`config.mk`:
```
export PLATFORM = sky130hd
export DESIGN_NAME = pulse_tally
export DESIGN_NICKNAME = d
export VERILOG_FILES = /design/src/rtl/pulse_tally_pkg.sv /design/src/rtl/ptl_slicer.sv /design/src/rtl/ptl_rise.sv /design/src/rtl/ptl_count.sv /design/src/rtl/pulse_tally.sv
export SDC_FILE = /design/constraint.sdc
export NUM_CORES = 1
export LEC_CHECK = 0
export BUFFER_PORTS_ARGS = -buffer_cell sky130_fd_sc_hd__buf_2
export CAP_MARGIN = 25
export CORE_AREA = 5 5 75 77
export DETAILED_ROUTE_END_ITERATION = 10
export DIE_AREA = 0 0 80 82
export GPL_TIMING_DRIVEN = 0
export PLACE_DENSITY = 0.81
export SYNTH_ARGS = -nofsm -noshare
export SYNTH_HDL_FRONTEND = slang
export SYNTH_HIERARCHICAL = 1
export SYNTH_SLANG_ARGS = --single-unit
export TNS_END_PERCENT = 20
```
`constraint.sdc`:
```
create_clock -name clk -period 2.04 [get_ports clk]
set_input_delay 0.102 -clock clk [delete_from_list [all_inputs] [get_ports clk]]
set_output_delay 0.102 -clock clk [all_outputs]
set_load 0.03 [all_outputs]
```
`src/rtl/pulse_tally_pkg.sv`:
```
package pulse_tally_pkg;

   localparam int unsigned BUS_W_DEF    = 32;
   localparam int unsigned SAMPLE_W_DEF = 14;
   localparam int unsigned CNT_W_DEF    = 32;
   localparam int          HI_LVL_DEF   = -100;
   localparam int          LO_LVL_DEF   = -150;

   typedef enum logic {
      LVL_LOW  = 1'b0,
      LVL_HIGH = 1'b1
   } lvl_e;

endpackage

```
`src/rtl/ptl_slicer.sv`:
```
module ptl_slicer
   import pulse_tally_pkg::*;
#(
   parameter int unsigned BUS_W    = BUS_W_DEF,
   parameter int unsigned SAMPLE_W = SAMPLE_W_DEF,
   parameter int          HI_LVL   = HI_LVL_DEF,
   parameter int          LO_LVL   = LO_LVL_DEF
) (
   input  logic             clk,
   input  logic             rst_n,
   input  logic [BUS_W-1:0] word,
   input  logic             valid,
   output lvl_e             lvl_q
);

   localparam int SMAX = (1 << (SAMPLE_W - 1)) - 1;
   localparam int SMIN = -(1 << (SAMPLE_W - 1));
   localparam logic signed [SAMPLE_W-1:0] HI_S = SAMPLE_W'(HI_LVL);
   localparam logic signed [SAMPLE_W-1:0] LO_S = SAMPLE_W'(LO_LVL);

   if (HI_LVL <= LO_LVL) begin : g_bad_order
      $error("ptl_slicer: HI_LVL must exceed LO_LVL");
   end
   if (HI_LVL > SMAX || LO_LVL < SMIN) begin : g_bad_range
      $error("ptl_slicer: thresholds outside sample range");
   end

   logic signed [SAMPLE_W-1:0] samp;
   lvl_e                       lvl_d;

   if (SAMPLE_W == BUS_W) begin : g_full
      assign samp = word;
   end else begin : g_slice
      assign samp = word[SAMPLE_W-1:0];
   end

   always_comb begin
      lvl_d = lvl_q;
      if (valid) begin
         if (samp > HI_S)      lvl_d = LVL_HIGH;
         else if (samp < LO_S) lvl_d = LVL_LOW;
      end
   end

   always_ff @(posedge clk) begin
      if (!rst_n) lvl_q <= LVL_LOW;
      else        lvl_q <= lvl_d;
   end

   p_set_high_r2 : assert property (@(posedge clk) disable iff (!rst_n)
      (valid && samp > HI_S) |=> (lvl_q == LVL_HIGH));

   p_set_low_r3 : assert property (@(posedge clk) disable iff (!rst_n)
      (valid && samp < LO_S) |=> (lvl_q == LVL_LOW));

   p_band_hold_r4 : assert property (@(posedge clk) disable iff (!rst_n)
      (valid && samp >= LO_S && samp <= HI_S) |=> $stable(lvl_q));

   p_idle_hold_r9 : assert property (@(posedge clk) disable iff (!rst_n)
      !valid |=> $stable(lvl_q));

endmodule

```
`src/rtl/ptl_rise.sv`:
```
module ptl_rise
   import pulse_tally_pkg::*;
(
   input  logic clk,
   input  logic rst_n,
   input  lvl_e lvl,
   output logic rise
);

   lvl_e seen_q;

   always_ff @(posedge clk) begin
      if (!rst_n) seen_q <= LVL_LOW;
      else        seen_q <= lvl;
   end

   assign rise = (lvl == LVL_HIGH) && (seen_q == LVL_LOW);

   p_one_shot_r5 : assert property (@(posedge clk) disable iff (!rst_n)
      rise |=> !rise);

endmodule

```
`src/rtl/ptl_count.sv`:
```
module ptl_count #(
   parameter int unsigned CNT_W = pulse_tally_pkg::CNT_W_DEF
) (
   input  logic             clk,
   input  logic             rst_n,
   input  logic             run_en,
   input  logic             clr,
   input  logic             bump,
   output logic [CNT_W-1:0] cnt
);

   if (CNT_W < 1) begin : g_bad_width
      $error("ptl_count: CNT_W must be at least 1");
   end

   localparam logic [CNT_W-1:0] ONE = CNT_W'(1);

   always_ff @(posedge clk) begin
      if (!rst_n)             cnt <= '0;
      else if (clr)           cnt <= '0;
      else if (run_en && bump) cnt <= cnt + ONE;
   end

   p_step_wrap_r6 : assert property (@(posedge clk) disable iff (!rst_n)
      (run_en && bump && !clr) |=> (cnt == $past(cnt) + ONE));

   p_stopped_hold_r7 : assert property (@(posedge clk) disable iff (!rst_n)
      (!run_en && !clr) |=> $stable(cnt));

   p_clear_zero_r8 : assert property (@(posedge clk) disable iff (!rst_n)
      clr |=> (cnt == '0));

endmodule

```
`src/rtl/pulse_tally.sv`:
```
module pulse_tally
   import pulse_tally_pkg::*;
#(
   parameter int unsigned BUS_W    = BUS_W_DEF,
   parameter int unsigned SAMPLE_W = SAMPLE_W_DEF,
   parameter int unsigned CNT_W    = CNT_W_DEF,
   parameter int          HI_LVL   = HI_LVL_DEF,
   parameter int          LO_LVL   = LO_LVL_DEF
) (
   input  logic             clk,
   input  logic             rst_n,
   input  logic             run_en,
   input  logic             clr,
   input  logic [BUS_W-1:0] s_tdata,
   input  logic             s_tvalid,
   output logic [BUS_W-1:0] m_tdata,
   output logic             m_tvalid,
   output logic [CNT_W-1:0] count
);

   if (SAMPLE_W < 2 || SAMPLE_W > BUS_W) begin : g_bad_sample
      $error("pulse_tally: SAMPLE_W must lie in 2..BUS_W");
   end

   lvl_e lvl;
   logic rise;

   assign m_tdata  = s_tdata;
   assign m_tvalid = s_tvalid;

   ptl_slicer #(
      .BUS_W    (BUS_W),
      .SAMPLE_W (SAMPLE_W),
      .HI_LVL   (HI_LVL),
      .LO_LVL   (LO_LVL)
   ) u_slicer (
      .clk   (clk),
      .rst_n (rst_n),
      .word  (s_tdata),
      .valid (s_tvalid),
      .lvl_q (lvl)
   );

   ptl_rise u_rise (
      .clk   (clk),
      .rst_n (rst_n),
      .lvl   (lvl),
      .rise  (rise)
   );

   ptl_count #(
      .CNT_W (CNT_W)
   ) u_count (
      .clk    (clk),
      .rst_n  (rst_n),
      .run_en (run_en),
      .clr    (clr),
      .bump   (rise),
      .cnt    (count)
   );

   p_count_reset_r7 : assert property (@(posedge clk)
      !rst_n |=> (count == '0));

endmodule

```
==> impl_metrics.ini <==
[status]
status = completed

[yosys]
yosysTopAreaCell = dfxtp_1
ys.flop_type = dfxtp_1
synth_warnings = 6
synthesis.area_um2 = 1930
yosys.cell_count.top_type = dfxtp_1
avgSynthCellArea_um2 = 8.42
synth_fp_nets = 267
synth_top_area_frac = 0.353
ys_types = 40
synth_edf_count = 0
yosys-top-cells-area = dfxtp_1, buf_4, a21oi_1
yosysSeqAreaShare = 0.353
synth-seq-cells = 34
syn_inst = 229
ys_top_cells_by_count = dfxtp_1, buf_4, a21oi_1
async_flop_share = 0

[min_path]
hold_end = u_rise/seen_q
min_path_cells = 2
hp-class = in2reg
min-delay-start = rst_n

[route]
drc_errors = 0
via_count = 1979
first_pass_iters = 4
wire_per_inst_um = 13.3
drt_wl_total_um = 5240
ant_nets = 0
drt_iter0_markers = 94
vias_per_cell = 5.04

[clock_tree]
clkSinkCount = 34
cts_htree_levels = 2
root_buffer = clkbuf_8
cts_hold_buf = 0
cts_tree = yes
clk_latency_ns = 0.28
clk_pin_slew_ns = 0.06
clk_path_buf_depth = 2
cts_buffers = 5

[die]
fp-row-count = 26
dieArea_um2 = 6560
initial_core_util = 0.390
core_um2 = 4940
fp.dieW_um = 80
ios = 102
die_y_um = 82

[global_route]
antenna_found_initial = 0
use_met3 = 0.0417
grt_max_degree = 11
grt_usage = 0.151
grt.busiest_layer = met2
met1_usage = 0.175
overflow = 0
grt_pass1_vias = 1750
grt_pass1_wl_um = 7970
grt_use_met2 = 0.274

[placement]
dpl.hpwl_um = 3880
place_inst = 382
gp_congestion = 0.798
place_area_um2 = 2450
numPortBuffers = 83
preCtsSetupSlack_ns = -0.283

[sta]
fin_ws_ns = 0.0370
hold_viol = 0
fin_crit_sh = 0.982
fmax_ghz = 0.499
setup_viol = 0
finalSetupTns_ns = 0
final.setup_skew_ns = 0.00496
period_needed_ns = 2.00
worst_slew_pin_slew_ns = 0.519
max-slew-margin-rel = 0.654
drv_slew = 0
rsz0062_at_grt = true

[power]
swShare = 0.267
pwr-share-comb = 0.160
power.switching_mw = 0.359
p_int_mw = 0.987
cellPowerDensity_nw_per_um2 = 507
power_frac_clock = 0.345
p_leak_nw = 1.11
vdd.ir_drop.worst_mv = 0.321
p_seq_frac = 0.494

[setup_path]
reg2reg_to = u_count/cnt[27]
cp.arrival_ns = 2.21
r2r_cells = 5
reg2reg_setup_slack_ns = 0.04
crit_path_start_kind = flip-flop
crit_buf_inv = 1
crit-reg2reg-launch = u_count/cnt[2]
worstPathMaxFanout = 10
cp-end-kind = flip-flop
cpMaxStageDelayCell = or4_4
timing.critical_path.cells = nand3_1 > or4_4 > buf_6 > or4_1 > a21oi_1
critPathRequiredTime_ns = 2.25
critPathTopFamily = simple AND/OR/NAND/NOR gates
criticalPathCategory = reg2reg
cpPeakStageDelay_ns = 0.56

[final_layout]
drive_gt1_frac = 0.489
stdcell_area_um2 = 2660
syn2layout_area_growth_pct = 37.8
antenna_cells = 0
finalNetCount = 361
layout.cells.non_filler = 393

[job]
max_cap_viol_count = 0
-- registers in the layout (all words and copies together) (netlist names) --
signal          count
u_slicer/lvl_q      1
u_count/cnt        32
u_rise/seen_q       1
-- cells in the final DEF, fill, tap and decap left out, drive strengths merged, types with 6 or more instances in the layout --
cell type  count
xnor2          7
o21ai         12
nand2b         9
or3           12
nand3         13
buf          122
dfxtp         34
nand2         13
nor2          10
clkbuf        15
nand4          6
a21oi         17
-- area by class of cell --
cell class / count / area [µm²]
Sequential cell: 34 / 698
Timing Repair Buffer: 87 / 445
Tap cell: 70 / 87.6
Fill cell: 496 / 2290
Multi-Input combinational cell: 147 / 1020
Buffer: 43 / 312
Clock buffer: 7 / 76.3
Inverter: 5 / 18.8
-- per-stage QoR --
stage | total power, mW | utilization | hold WS, ns
after floorplan | 0.831 | - | 0.229
after global placement | 0.890 | 0.495 | 0.374
after detailed placement | 0.894 | 0.495 | 0.383
after CTS | 1.36 | 0.517 | 0.0879
after global routing | 1.41 | 0.537 | 0.119
final | 1.35 | 0.537 | 0.0944
-- power by group through the flow --
| stage | Clock, mW | Combinational, mW | Sequential (mW) |
|---|---|---|---|
| floorplan | 0 | 0.150 | 0.681 |
| global placement | 0 | 0.210 | 0.680 |
| detailed placement | 0 | 0.213 | 0.680 |
| CTS | 0.481 | 0.216 | 0.666 |
| global route | 0.513 | 0.229 | 0.666 |
| finish | 0.465 | 0.216 | 0.666 |
-- how the worst max path moves through the flow --
| stage | from | endpoint | slack (ns) | cells past startpoint |
|---|---|---|---|---|
| floorplan | u_count/cnt[6] | u_count/cnt[27] | 0.002 | 5 |
| global placement | u_slicer/lvl_q | u_count/cnt[30] | -0.24 | 7 |
| detailed placement | u_slicer/lvl_q | u_count/cnt[30] | -0.28 | 7 |
| CTS | u_count/cnt[0] | u_count/cnt[20] | 0.01 | 6 |
| global route | u_count/cnt[7] | u_count/cnt[22] | -0.03 | 5 |
| finish | u_count/cnt[2] | u_count/cnt[27] | 0.04 | 5 |
-- kinds of logic (layout without fill, tap and decap cells) --
group           count (synthesis)  count (layout)  synth area share
simple gates                   88              88             0.272
compound gates                 48              48             0.160
buf+inv                        48             142             0.162
flops                          34              34             0.353
xor+xnor                        9               9            0.0409
fa+ha+maj                       1               1           0.00649
mux                             1               1           0.00519
-- per-layer routing --
layer,wire [µm],vias up
met3,361,2
met5,0,-
met4,32,0
met1,2190,934
met2,2660,56
li1,-,987
-- timing repair --
item,in CTS,in global routing
setup endpoints to repair,12,13
cloned,0,0
buffers inserted,2,2
pin swaps,1,5
gates resized for setup,7,20
Power figures use the tool's default switching activity.
